### src/rtl/atten_serial_master.sv
module atten_serial_master #(
  parameter int CODE_W = 4,
  parameter int CLK_HI = 10,
  parameter int CLK_LO = 10,
  parameter int DSU    = 2,
  parameter int DHLD   = 2,
  parameter int LE_SU  = 2,
  parameter int LE_PW  = 6,
  parameter int GAP    = 8000
) (
  input  logic              clk,
  input  logic              rst_n,
  input  logic              req_valid,
  input  logic [CODE_W-1:0] req_code,
  output logic              req_ready,
  output logic              ser_clk,
  output logic              ser_data,
  output logic              ser_le
);

  localparam int FRM_W  = CODE_W + 2;
  localparam int SU_N   = (DSU > CLK_LO - DHLD) ? DSU : CLK_LO - DHLD;
  localparam int TAIL_N = (DHLD > LE_SU) ? DHLD : LE_SU;
  localparam int CW     = $clog2(GAP + CLK_HI + CLK_LO + DSU + DHLD + LE_SU + LE_PW + 1);
  localparam int BW     = $clog2(FRM_W);

  typedef enum logic [2:0] {
    ST_IDLE, ST_SETUP, ST_HIGH, ST_HOLD, ST_TAIL, ST_LATCH, ST_GAP
  } st_t;

  st_t             st, nst;
  logic [CW-1:0]   cnt, ncnt, gcnt;
  logic [FRM_W-1:0] frm, nfrm;
  logic [BW-1:0]   bitn, nbit;
  logic            accept;

  assign req_ready = (st == ST_IDLE);
  assign accept    = req_ready && req_valid;

  always_comb begin
    nst  = st;
    ncnt = (cnt != '0) ? cnt - 1'b1 : '0;
    nfrm = frm;
    nbit = bitn;
    case (st)
      ST_IDLE: if (req_valid) begin
        nst  = ST_SETUP;
        ncnt = CW'(SU_N - 1);
        nfrm = {1'b0, req_code, 1'b0};
        nbit = BW'(FRM_W - 1);
      end
      ST_SETUP: if (cnt == '0) begin
        nst  = ST_HIGH;
        ncnt = CW'(CLK_HI - 1);
      end
      ST_HIGH: if (cnt == '0) begin
        if (bitn == '0) begin
          nst  = ST_TAIL;
          ncnt = CW'(TAIL_N - 1);
        end else begin
          nst  = ST_HOLD;
          ncnt = CW'(DHLD - 1);
        end
      end
      ST_HOLD: if (cnt == '0) begin
        nst  = ST_SETUP;
        ncnt = CW'(SU_N - 1);
        nfrm = {frm[FRM_W-2:0], 1'b0};
        nbit = bitn - 1'b1;
      end
      ST_TAIL: if (cnt == '0) begin
        nst  = ST_LATCH;
        ncnt = CW'(LE_PW - 1);
      end
      ST_LATCH: if (cnt == '0) nst = ST_GAP;
      ST_GAP:   if (gcnt == '0) nst = ST_IDLE;
      default:  nst = ST_IDLE;
    endcase
  end

  always_ff @(posedge clk) begin
    if (!rst_n) begin
      st       <= ST_IDLE;
      cnt      <= '0;
      gcnt     <= '0;
      frm      <= '0;
      bitn     <= '0;
      ser_clk  <= 1'b0;
      ser_data <= 1'b0;
      ser_le   <= 1'b0;
    end else begin
      st       <= nst;
      cnt      <= ncnt;
      frm      <= nfrm;
      bitn     <= nbit;
      ser_clk  <= (nst == ST_HIGH);
      ser_le   <= (nst == ST_LATCH);
      ser_data <= nfrm[FRM_W-1];
      if (accept)            gcnt <= CW'(GAP - 1);
      else if (gcnt != '0)   gcnt <= gcnt - 1'b1;
    end
  end

endmodule

### config.mk
export PLATFORM = sky130hd
export DESIGN_NAME = atten_serial_master
export DESIGN_NICKNAME = d
export VERILOG_FILES = /design/src/rtl/atten_serial_master.sv
export SDC_FILE = /design/constraint.sdc
export NUM_CORES = 1
export LEC_CHECK = 0
export CAP_MARGIN = 20
export CORE_MARGIN = 1.5
export CORE_UTILIZATION = 50
export DETAILED_ROUTE_END_ITERATION = 8
export PLACE_DENSITY = 0.68
export SYNTH_ARGS = -nofsm -noshare
export SYNTH_HDL_FRONTEND = slang
export SYNTH_SLANG_ARGS = --single-unit
### constraint.sdc
create_clock -name clk -period 2.5 [get_ports clk]
set_clock_uncertainty 0.05 [all_clocks]
set_input_delay 0.375 -clock clk [delete_from_list [all_inputs] [get_ports clk]]
set_output_delay 0.375 -clock clk [all_outputs]
set_load 0.05 [all_outputs]
# ---- Word level (Yosys, flattened, before mapping)
# Index checks and enable logic that the tools add are counted.
dict set report classes {
  addsub 3
  eq_ne 10
  muxes 24
  bitwise_logic 1
  reduce_logical 11
}
# operator count
set ops {}
lappend ops {{$mux W13} 8}
lappend ops {{$pmux W13 S5} 1}
lappend ops {{$mux W3} 10}
lappend ops {{$logic_not A13 Y1} 2}
lappend ops {{$reduce_bool A13 Y1} 2}
lappend ops {{$sub A13 B1 Y13 const B} 2}
lappend ops {{$pmux W3 S7} 1}
lappend ops {{$eq A3 B3 Y1 const B} 4}
lappend ops {{$mux W6} 2}
lappend ops {{$pmux W6 S2} 1}
lappend ops {{$eq A3 B2 Y1 const B} 3}
lappend ops {{$logic_not A3 Y1} 2}
lappend ops {{$pmux W3 S2} 1}
lappend ops {{$ne A2 B2 Y1 const B} 2}
lappend ops {{$reduce_bool A2 Y1} 2}
lappend ops {{$eq A3 B1 Y1 const B} 1}
lappend ops {{$reduce_and A3 Y1} 1}
lappend ops {{$sub A3 B1 Y3 const B} 1}
lappend ops {{$reduce_or A2 Y1} 1}
lappend ops {{$logic_and A1 B1 Y1} 1}
lappend ops {{$not A1 Y1} 1}
dict set report totals {
  register_bits 40
  in_bits 7
  out_inout_bits 4
}

# ---- Depth between registers and ports, before layout
dict set report depth {
  word_depth 5
  ltp_mapped 8
  mapped_depth_nobuf 7
}

# ---- Least setup slack after synthesis
# Ideal clock, no wire load.
dict set report synth_path {
  path_kind {register -> output}
  startpoint {register st[2]}
  endpoint {output port req_ready}
  arrival_ns 1.734
  required_ns 2.075
  path_slack_ns 0.341
  stages_incl_launch_ff 4
  path_cell_list {dfxtp_1 clkbuf_1 clkbuf_1 nor3_1}
}
dict set report synth_between {
  elab_chain_cells 1
}
# item line
set synth_rtl {}
lappend synth_rtl {{start: declaration} 31} ;# st_t st, nst;
lappend synth_rtl {{start signal: assignment} 92} ;# st <= nst;
lappend synth_rtl {{$logic_not A3 Y1} 37} ;# assign req_ready = (st == ST_IDLE);
lappend synth_rtl {{end: declaration} 15} ;# output logic req_ready,
# No other way between the ends.

# ---- Final worst setup path
# Same ends and word-level chain as after synthesis.

==> results.py <==
metrics = {
    "min_path": {
        "min-delay-start": "cnt[6]",
        "hold_class": "flop to flop",
        "hold_path_depth": 2,
        "min_to": "cnt[6]",
    },
    "placement": {
        "dpl.cell_count": 281,
        "io_buffers": 10,
        "routabilityCongestion": 0.821,
        "dp_hpwl_um": 2900,
        "place_area_um2": 2180,
    },
    "power": {
        "powerDensity_nw_per_um2": 1360,
        "ir_worst_vdd_mv": 0.567,
        "power.leakage_nw": 0.886,
    },
    "clock_network": {
        "worstSkewPairLatency_ns": 0.29,
        "cts_setup_buffers": 0,
        "ctsLongestPathBuffers": 2,
        "cts.sinks": 39,
        "cts_tree": "built",
        "path_clk_slew_ns": 0.07,
        "numCtsBuffers": 5,
        "cts_resized": 0,
        "hold_buffers": 0,
        "root_buffer": "clkbuf_8",
        "htree_num_levels": 2,
    },
    "worst_setup_path": {
        "critPathLaunchType": "flop",
        "r2r_slack_ns": 0.41,
        "max_stage_delay_ns": 0.84,
        "r2r_start": "cnt[0]",
        "critPathMaxFanout": 17,
        "path_cells": "nor3_1 > clkdlybuf4s50_1",
        "worstPathRequired_ns": 2.08,
        "cp.arrival_ns": 1.87,
        "cpMaxStageDelayCell": "clkdlybuf4s50_1",
        "end_kind": "primary output",
        "critPathBufInv": 1,
        "reg2regPathDepth": 7,
        "crit_family": "buffers and inverters",
        "r2r-end": "ser_le",
        "crit_type": "flop to primary output",
    },
    "grt": {
        "grt_pass1_vias": 1518,
        "grt_max_degree": 21,
        "antenna_found_initial": 0,
        "grt_usage_pct": 20.6,
        "grt-ovfl-total": 0,
        "grt_pass1_wl_um": 6950,
    },
    "yosys": {
        "synthesis.area_um2": 2020,
        "synth.area.top_cells": "dfxtp_1 39%, xor2_1 6.1%, a21boi_1 4.1%",
        "yosysTopAreaCellShare_pct": 38.6,
        "synth_edf_count": 0,
        "async_reset_ff_share_pct": 0,
        "synth_fa_ha_area_share_pct": 3.71,
        "synth_ff_type": "dfxtp_1",
        "synth_xor_area_share_pct": 8.22,
        "syn-mean-instance-area_um2": 8.88,
        "muxShareOfSynthArea_pct": 1.48,
        "synth-seq-cells": 39,
        "yosysTopAreaCell": "dfxtp_1",
        "netlist_instances": 228,
        "yosys_warnings": 0,
        "synth_simple_gate_area_share_pct": 30.8,
        "synth_top_family_by_area": "simple AND/OR/NAND/NOR gates",
        "synthDistinctLibCells": 43,
        "synth_compound_area_share_pct": 14.0,
        "yosysSeqAreaShare_pct": 38.6,
        "synth_nets": 241,
    },
    "sta": {
        "holdWs_ns": 0.457,
        "hold_viol": 0,
        "setup-tns-final_ns": 0,
        "min_period_over_period_pct": 92.0,
        "worst_pin_slew_ns": 0.509,
        "setup_violations": 0,
        "max_freq_mhz": 435,
        "finalCriticalPeriod_ns": 2.30,
        "rsz0062_at_grt": "no",
        "relSlewSlack_pct": 65.8,
        "maxSlewViolCount": 0,
    },
    "floorplan": {
        "core_um2": 3770,
        "die_w_um": 66.6,
        "die_h_um": 66.6,
        "num_rows": 22,
        "io-pin-count": 11,
        "fp.dieArea_um2": 4440,
        "initial_core_util_pct": 53.7,
    },
    "detailed_routing": {
        "wl_per_cell_um": 13.8,
        "vias": 1645,
        "drc": 0,
        "first_iter_violations": 68,
        "first_pass_iters": 4,
        "antenna_left": 0,
        "avgViaCountPerCell": 5.69,
        "wl_um": 3990,
    },
    "run_status": {
        "status": "completed",
    },
    "cells_and_area": {
        "drive_gt1_share_pct": 8.71,
        "fin_area_um2": 2260,
        "antennaDiodeCount": 0,
        "fin_util_pct": 60.0,
        "area_growth_syn_to_layout_pct": 11.7,
        "finalNetCount": 253,
        "layout.cells.non_filler": 289,
    },
    "job": {
        "maxCapViolations": 0,
    },
}
-- routing by layer --
| metal | wire, um | vias to the layer above | global-route usage, % |
|---|---|---|---|
| li1 | - | 842 | - |
| met1 | 1890 | 778 | 26.4 |
| met2 | 1910 | 19 | 34.0 |
| met3 | 131 | 6 | 4.39 |
| met4 | 55 | 0 | 7.65 |
| met5 | 0 | - | 0 |
-- logic make-up after synthesis --
group                    count (synthesis)
AO/OA/AOI/OAI                           39
XOR/XNOR                                19
adder cells (fa/ha/maj)                  6
buffers and inverters                   17
flip-flops                              39
multiplexers                             3
AND/OR/NAND/NOR                        105
-- worst register-to-register path, stage by stage (launching register included) --
cell      delay (ns)
dfxtp_1         0.33
inv_1           0.09
ha_1            0.16
or4b_4          0.51
nor4_1          0.34
o221ai_1        0.17
and2_1          0.22
o221a_2         0.12
-- how the worst max path moves through the flow --
stage | cells past startpoint | slack (ns) | to | start
5_1_grt | 2 | 0.11 | req_ready | st[2]
2_1_floorplan | 3 | 0.34 | req_ready | st[2]
3_5_place_dp | 7 | 0.42 | ser_le | cnt[0]
4_1_cts | 2 | 0.20 | req_ready | st[2]
6_report | 2 | 0.20 | req_ready | st[2]
3_3_place_gp | 7 | 0.47 | ser_le | cnt[0]
-- cell usage in the layout (no fill, tap or decap), types with 2 or more instances in the layout --
master           instances
inv_1                    8
dfxtp_1                 39
nand4_1                  4
ha_1                     6
o21ai_1                  4
nand3_1                 16
clkbuf_8                 5
clkdlybuf4s50_1         10
or4_1                    3
xnor2_1                  5
o21a_1                   3
nand3b_1                 5
nor4b_1                  2
a21boi_1                11
nor4_2                   3
o211a_1                  4
o221ai_1                 2
clkbuf_1                 2
a21oi_1                  7
nor3_1                   4
and2_1                   5
nand4b_1                 5
nor3b_1                  2
nor4_1                   4
xor2_1                  14
buf_4                    4
nand2_1                 19
nor2_1                  22
mux2i_1                  3
nor2b_1                  3
-- stage by stage --
stage                     worst slack (ns)  total power, mW
after floorplan                      0.341             2.32
after global placement               0.469             2.61
after detailed placement             0.421             2.67
after CTS                            0.197             3.08
after global routing                 0.112             3.34
final                                0.200             3.07
-- synthesized netlist by cell type (4+ instances only) --
cell type   n
dfxtp_1    39
nor2_1     22
nand2_1    19
nand3_1    16
xor2_1     14
a21boi_1   11
clkbuf_1    9
inv_1       8
a21oi_1     7
ha_1        6
and2_1      5
nand3b_1    5
nand4b_1    5
xnor2_1     5
nand4_1     4
nor3_1      4
nor4_1      4
o211a_1     4
o21ai_1     4
-- cell type report --
class / instances / area [um2]
clock buffer: 7 / 76.3
clock inverter: 1 / 5.00
fill: 313 / 1510
inverter: 8 / 30.0
multi-input combinational: 172 / 1180
sequential: 39 / 781
tap: 48 / 60.1
timing repair buffer: 14 / 130
-- sequential cells by signal (all words and copies together), names as in the netlist --
signal / cells
ser_clk: 1
ser_le: 1
st: 3
bitn: 3
cnt: 13
frm: 5
gcnt: 13
-- power by group --
group | switching [mW] | internal (mW)
sequential | 0.265 | 0.839
combinational | 0.902 | 0.661
clock | 0.209 | 0.196
Note: power is estimated with default switching activity, not from simulation.
